--- src/rtl/swo_pkg.sv ---
package swo_pkg;
  typedef enum logic [1:0] {
    PATH_MAIN = 2'd0,
    PATH_GAP  = 2'd1,
    PATH_BATT = 2'd2
  } path_t;
endpackage

--- src/rtl/swo_decide.sv ---
module swo_decide #(
  parameter int MV_W    = 13,
  parameter int HYST_MV = 30
) (
  input  logic            clk,
  input  logic            rst,
  input  logic [MV_W-1:0] main_mv,
  input  logic [MV_W-1:0] batt_mv,
  input  logic [MV_W-1:0] trip_mv,
  output logic            want_batt
);
  localparam int EXT_W = MV_W + 2;
  localparam logic signed [EXT_W-1:0] HYS = HYST_MV[EXT_W-1:0];

  logic signed [EXT_W-1:0] m_s, b_s, t_s;
  logic above_trip, under_band, over_band, nxt;

  assign m_s = $signed({2'b00, main_mv});
  assign b_s = $signed({2'b00, batt_mv});
  assign t_s = $signed({2'b00, trip_mv});

  assign above_trip = m_s > t_s;
  assign under_band = m_s < (b_s - HYS);
  assign over_band  = m_s > (b_s + HYS);

  always_comb begin
    nxt = want_batt;
    if (above_trip)      nxt = 1'b0;
    else if (under_band) nxt = 1'b1;
    else if (over_band)  nxt = 1'b0;
  end

  always_ff @(posedge clk) begin
    if (rst) want_batt <= 1'b0;
    else     want_batt <= nxt;
  end
endmodule

--- src/rtl/swo_bbm.sv ---
module swo_bbm
  import swo_pkg::*;
(
  input  logic clk,
  input  logic rst,
  input  logic want_batt,
  output logic main_en,
  output logic batt_en,
  output logic batt_on
);
  path_t path_q;

  always_ff @(posedge clk) begin
    if (rst) begin
      path_q  <= PATH_MAIN;
      main_en <= 1'b1;
      batt_en <= 1'b0;
      batt_on <= 1'b0;
    end else begin
      case (path_q)
        PATH_MAIN: if (want_batt) begin
          path_q  <= PATH_GAP;
          main_en <= 1'b0;
        end
        PATH_BATT: if (!want_batt) begin
          path_q  <= PATH_GAP;
          batt_en <= 1'b0;
          batt_on <= 1'b0;
        end
        default: begin
          path_q  <= want_batt ? PATH_BATT : PATH_MAIN;
          main_en <= !want_batt;
          batt_en <= want_batt;
          batt_on <= want_batt;
        end
      endcase
    end
  end
endmodule

--- src/rtl/batt_switchover.sv ---
module batt_switchover #(
  parameter int MV_W    = 13,
  parameter int HYST_MV = 30
) (
  input  logic            clk,
  input  logic            rst,
  input  logic [MV_W-1:0] main_mv,
  input  logic [MV_W-1:0] batt_mv,
  input  logic [MV_W-1:0] trip_mv,
  output logic            main_en,
  output logic            batt_en,
  output logic            batt_on,
  output logic            backup_mode
);
  logic want_batt;

  swo_decide #(.MV_W(MV_W), .HYST_MV(HYST_MV)) u_decide (
    .clk(clk), .rst(rst), .main_mv(main_mv), .batt_mv(batt_mv),
    .trip_mv(trip_mv), .want_batt(want_batt)
  );

  swo_bbm u_bbm (
    .clk(clk), .rst(rst), .want_batt(want_batt),
    .main_en(main_en), .batt_en(batt_en), .batt_on(batt_on)
  );

  assign backup_mode = want_batt;
endmodule

--- config.mk ---
export PLATFORM = sky130hd
export DESIGN_NAME = batt_switchover
export DESIGN_NICKNAME = d
export VERILOG_FILES = /design/src/rtl/swo_pkg.sv /design/src/rtl/swo_decide.sv /design/src/rtl/swo_bbm.sv /design/src/rtl/batt_switchover.sv
export SDC_FILE = /design/constraint.sdc
export NUM_CORES = 1
export LEC_CHECK = 0
export ABC_CLOCK_PERIOD_IN_PS = 4800
export BUFFER_PORTS_ARGS = -buffer_cell sky130_fd_sc_hd__clkbuf_2
export CAP_MARGIN = 5
export CORE_UTILIZATION = 50
export DETAILED_ROUTE_END_ITERATION = 16
export PLACE_DENSITY = 0.75
export SYNTH_ARGS = -nofsm -noshare
export SYNTH_HDL_FRONTEND = slang
export SYNTH_SLANG_ARGS = --single-unit
--- constraint.sdc ---
create_clock -name clk -period 4.8 [get_ports clk]
set_input_delay 0.48 -clock clk [delete_from_list [all_inputs] [get_ports clk]]
set_output_delay 0.48 -clock clk [all_outputs]
set_load 0.01 [all_outputs]
* Yosys cells after proc, flatten, opt, wreduce, memory -nomap -nowiden
Index checks and enable logic that the tools add are counted.
Word-level totals: register bits after elaboration 5, bits of input ports 41, output and inout bits 4, word-level logic and storage cells 31
Cells by class: add/subtract/negate cells 2, order comparisons 3, eq/ne operators 3, mux-type cells 10, bitwise operators 2, reduce and logical (&&, ||, !) cells 7
Operators by type and width (number):
- > comparator 14 x 15 -> 1 bit | 1
- < comparator 14 x 15 -> 1 bit | 1
- adder 13 x 5 -> 14 bit, second input constant | 1
- subtractor 13 x 5 -> 14 bit, second input constant | 1
- > comparator 13 bit | 1
- 2-to-1 mux 2 bit | 3
- AND reduction 2 bit | 3
- 2-to-1 mux 1 bit | 4
- inequality test 2 bit, second input constant | 2
- case mux 1 bit (2 select lines) | 2
- case mux 2 bit (2 select lines) | 1
- equality test 2 bit, second input constant | 1
- zero test 2 bit | 1
- NOT 1 bit | 2
- nonzero test 2 bit | 1
- OR reduction 2 bit | 1
- zero test 1 bit | 1

* Depth between registers and ports, before layout
word-level depth 4, mapped depth 11, mapped depth without buffers 11

* Modules after synthesis
Synthesis repeated with hierarchy kept, for this count alone.
Second synthesis, totals: cell total of the unflattened synthesis 186, area total of the unflattened synthesis 1485.2 sq um
Modules (own cells, without submodules):
- swo_decide | instances 1, cells an instance 172, area an instance 1332.5 sq um, sequential area each 20.0 sq um
- swo_bbm | instances 1, cells an instance 14, area an instance 152.6 sq um, sequential area each 80.1 sq um

* Least setup slack after synthesis
OpenSTA, ideal clock, no wires.
path type input to register, start in batt_mv[3], end reg u_decide.want_batt, setup time 91 ps, data arrival time 2505 ps, required time 4709 ps, setup slack 2204 ps, stages 11, buffers on the path 1, path through buf_2 nor3_1 nand2_1 nand4_1 xor2_1 ha_1 a211o_1 o211ai_1 a21oi_1 or3_1 a311oi_1
Between the ends: cells in the longest elaborated chain, start to end 3, elaborated cells on any way between the ends 6, classes of those cells add/sub: 2; order compare: 2; mux: 1; reduce/logical: 1
RTL lines:
- start: declaration | line batt_switchover.sv:8 | input logic [MV_W-1:0] batt_mv,
- subtractor 13 x 5 -> 14 bit / adder 13 x 5 -> 14 bit (equally long branches) | line swo_decide.sv:23, swo_decide.sv:24
- < comparator 14 x 15 -> 1 bit / > comparator 14 x 15 -> 1 bit (equally long branches) | line swo_decide.sv:23, swo_decide.sv:24
- 2-to-1 mux 1 bit / nonzero test 2 bit (equally long branches)
- end signal: assignment | line swo_decide.sv:35 | else want_batt <= nxt;
- end: declaration | line swo_decide.sv:10 | output logic want_batt
Several ways; a longest one is shown, not always the timed one. A chain may end at the register's enable or synchronous reset.

* Final worst setup path
Same ends and word-level chain as after synthesis.

==> flow_metrics.tcl <==
set metrics [dict create \
    status "completed" \
    max_stage_delay_ps 370 \
    port_buffers 44 \
    syn_nets 263 \
    clk_pin_slew_ps 50 \
    die_y_um 55.37 \
    syn2layout_area_growth_pct 18.19 \
    antenna_found_initial 0 \
    cp_slowest_cell "or3_1" \
    tns_ps 0 \
    hold_class "primary input to flip-flop" \
    grt_use_met2 0.4613 \
    clock-root-buffer "clkbuf_4" \
    vias 1508 \
    synth_compound_area_frac 0.1503 \
    grt.total_usage 0.2426 \
    p_seq_frac 0.199 \
    fillers 243 \
    syn-instance-count 183 \
    cts_buffer_depth 2 \
    synth_edf_count 0 \
    place_area_um2 1657 \
    synth-simple-area-share 0.2425 \
    drtIter0Drc 14 \
    grt_max_degree 11 \
    grt_pass1_wl_um 6134 \
    initial_core_util 0.5498 \
    critPathMaxFanout 7 \
    synth_fa_ha_area_frac 0.3427 \
    cts.sinks 5 \
    grtUsageMet3 0.01639 \
    synth-xor-area-share 0.1292 \
    avgViaCountPerCell 5.868 \
    muxShareOfSynthArea 0 \
    relSlewSlack 0.7638 \
    die_area_um2 3065 \
    setup_viol 0 \
    power.density_nw_per_um2 143.4 \
    swShare 0.4135 \
    seqCellArea_um2 100.1 \
    p_leak_nw 0.8619 \
    path_cells "clkbuf_2 > nor3_1 > nand2_1 > nand4_1 > xor2_1 > ha_1 > a211o_1 > o211ai_1 > a21oi_1 > or3_1 > a311oi_1" \
    pin_count 45 \
    avgSynthCellArea_um2 7.781 \
    setup.worst_path.start_class "primary input" \
    layout-drive-gt1-share 0.2159 \
    synth_warnings 0 \
    cts_resized 0 \
    fmaxAchievable_mhz 387.9 \
    ys_types 38 \
    synthFlopType "dfxtp_1" \
    hold_viol 0 \
    use_met1 0.2849 \
    synth-seq-cells 5 \
    finalCritPeriodShare 0.5371 \
    clock_latency_ps 260 \
    post_drt_wl_per_cell_um 13.97 \
    p_switching_w 0.00009980 \
    setup.worst_path.end_class "flip-flop" \
    n_antenna_cell 0 \
    rsz0062_at_grt "false" \
    fin_skew_ps 9.592 \
    drt_pass1_iterations 4 \
    ir_worst_vdd_v 0.0001515 \
    clkPwrFrac 0.220 \
    p_int_w 0.0001415 \
    syn_area_um2 1424 \
    crit_type "primary input to flip-flop" \
    multi_input_area_um2 1231 \
    worstMarginPinSlew_ps 352.8 \
    routabilityCongestion 0.8758 \
    layout.nets 308 \
    coreArea_um2 2590 \
    dieWidth_um 55.37 \
    grt_pass1_vias 1496 \
    rows 18 \
    tritoncts "built" \
    required_ps 4970 \
    busiest_layer "met2" \
    drtAntennaViolNets 0 \
    fin_crit_ps 2578 \
    drv_slew 0 \
    p_comb_frac 0.581 \
    dp_hpwl_um 3199 \
    crit_family "simple AND/OR/NAND/NOR gates" \
    async_flop_share 0 \
    cp_num_buf_inv 1 \
    arrival_ps 2750 \
    htreeDepth 1 \
    wl_um 3591 \
    gr-total-overflow 0 \
    cap_violations 0 \
    synth_top_family_by_area "adder cells" \
    postCtsHoldBufs 0 \
    route.detailed.drc 0 \
    yosysSeqAreaShare 0.07030 \
    numCtsBuffers 3 \
    fin_area_um2 1683 \
    post_cts_buffers 0 \
]
stage by stage:
stage                     std cells  total power (W)  worst slack [ps]  hold WS [ps]  utilization
final                           257        0.0002413              2222         450.1       0.6498
after global routing            257        0.0002629              2013         472.5       0.6498
after CTS                       257        0.0002404              2198         452.9       0.6498
after detailed placement        253        0.0001875              1953         465.1       0.6396
after global placement          253        0.0001778              2072         464.4       0.6396
after floorplan                 183        0.0001362              2204         454.8            -
Yosys cell counts, types with 5 or more instances:
cell | instances | share of area
a21oi_1 | 10 | 0.035
dfxtp_1 | 5 | 0.070
ha_1 | 39 | 0.34
inv_1 | 18 | 0.047
nand2_1 | 11 | 0.029
nand3_1 | 7 | 0.025
nor2_1 | 10 | 0.026
nor3_1 | 8 | 0.028
o21ai_0 | 8 | 0.028
xnor2_1 | 15 | 0.092
xor2_1 | 6 | 0.037
cells in the final DEF (no fill, tap or decap):
| master | n |
|---|---|
| o21a_1 | 1 |
| clkbuf_4 | 3 |
| and4b_1 | 1 |
| nand4_1 | 3 |
| nor4_1 | 2 |
| nand2_1 | 11 |
| a2111oi_0 | 1 |
| clkbuf_2 | 44 |
| and4_1 | 4 |
| inv_1 | 18 |
| a21o_1 | 2 |
| a21oi_1 | 10 |
| nand2b_1 | 2 |
| a221oi_1 | 1 |
| nor3b_2 | 1 |
| ha_1 | 39 |
| a211o_1 | 1 |
| a211oi_1 | 1 |
| o211ai_1 | 4 |
| o2111ai_1 | 1 |
| xor2_1 | 6 |
| nor3_1 | 8 |
| nor4_2 | 1 |
| a311oi_1 | 1 |
| a32oi_1 | 1 |
| nor3b_1 | 1 |
| or3_1 | 1 |
| nor2_1 | 10 |
| nand3b_1 | 1 |
| nand3_1 | 7 |
| xnor2_1 | 15 |
| and2_1 | 1 |
| a31oi_1 | 1 |
| nor2b_1 | 4 |
| and3_1 | 4 |
| clkbuf_1 | 1 |
| o21ai_1 | 1 |
| o21ai_0 | 8 |
| dfxtp_1 | 5 |
registers in the layout, indices dropped and copies added, names as in the netlist:
name / flops
u_bbm.batt_en: 1
u_bbm.main_en: 1
u_bbm.path_q: 2
u_decide.want_batt: 1
worst paths after layout:
| kind | cells past startpoint | to | from | slack [ps] |
|---|---|---|---|---|
| worst max register to register | 4 | u_decide.want_batt | u_decide.want_batt | 3550 |
| worst min register to register | 2 | u_bbm.main_en | u_bbm.main_en | 480 |
| worst max-delay path | 11 | u_decide.want_batt | batt_mv[3] | 2220 |
| worst min-delay path | 2 | u_decide.want_batt | rst | 450 |
layer usage:
| metal | wire length (um) | share of wire |
|---|---|---|
| met4 | 41 | 0.011 |
| met5 | 0 | 0 |
| met2 | 1867 | 0.52 |
| met1 | 1571 | 0.44 |
| met3 | 110 | 0.031 |
logic make-up after synthesis:
| kind of cell | Yosys count |
|---|---|
| simple gates | 62 |
| fa+ha+maj | 39 |
| compound gates | 34 |
| buf+inv | 22 |
| xor+xnor | 21 |
| flops | 5 |
power by group through the flow:
stage / combinational [W] / sequential, W / clock (W)
floorplan: 0.0000867 / 0.0000495 / 0
global placement: 0.000129 / 0.0000486 / 0
detailed placement: 0.000139 / 0.0000489 / 0
CTS: 0.000140 / 0.0000480 / 0.0000527
global route: 0.000159 / 0.0000485 / 0.0000549
finish: 0.000140 / 0.0000480 / 0.0000531
final cells by class:
type                    count  share of cell area
multi-input cells         156              0.7316
repair buffers             44              0.1309
flip-flops and latches      5             0.05948
inverters                  18             0.04015
well taps                  30             0.02230
clock buffers               4             0.01561
Note: power is estimated with default switching activity, not from simulation.
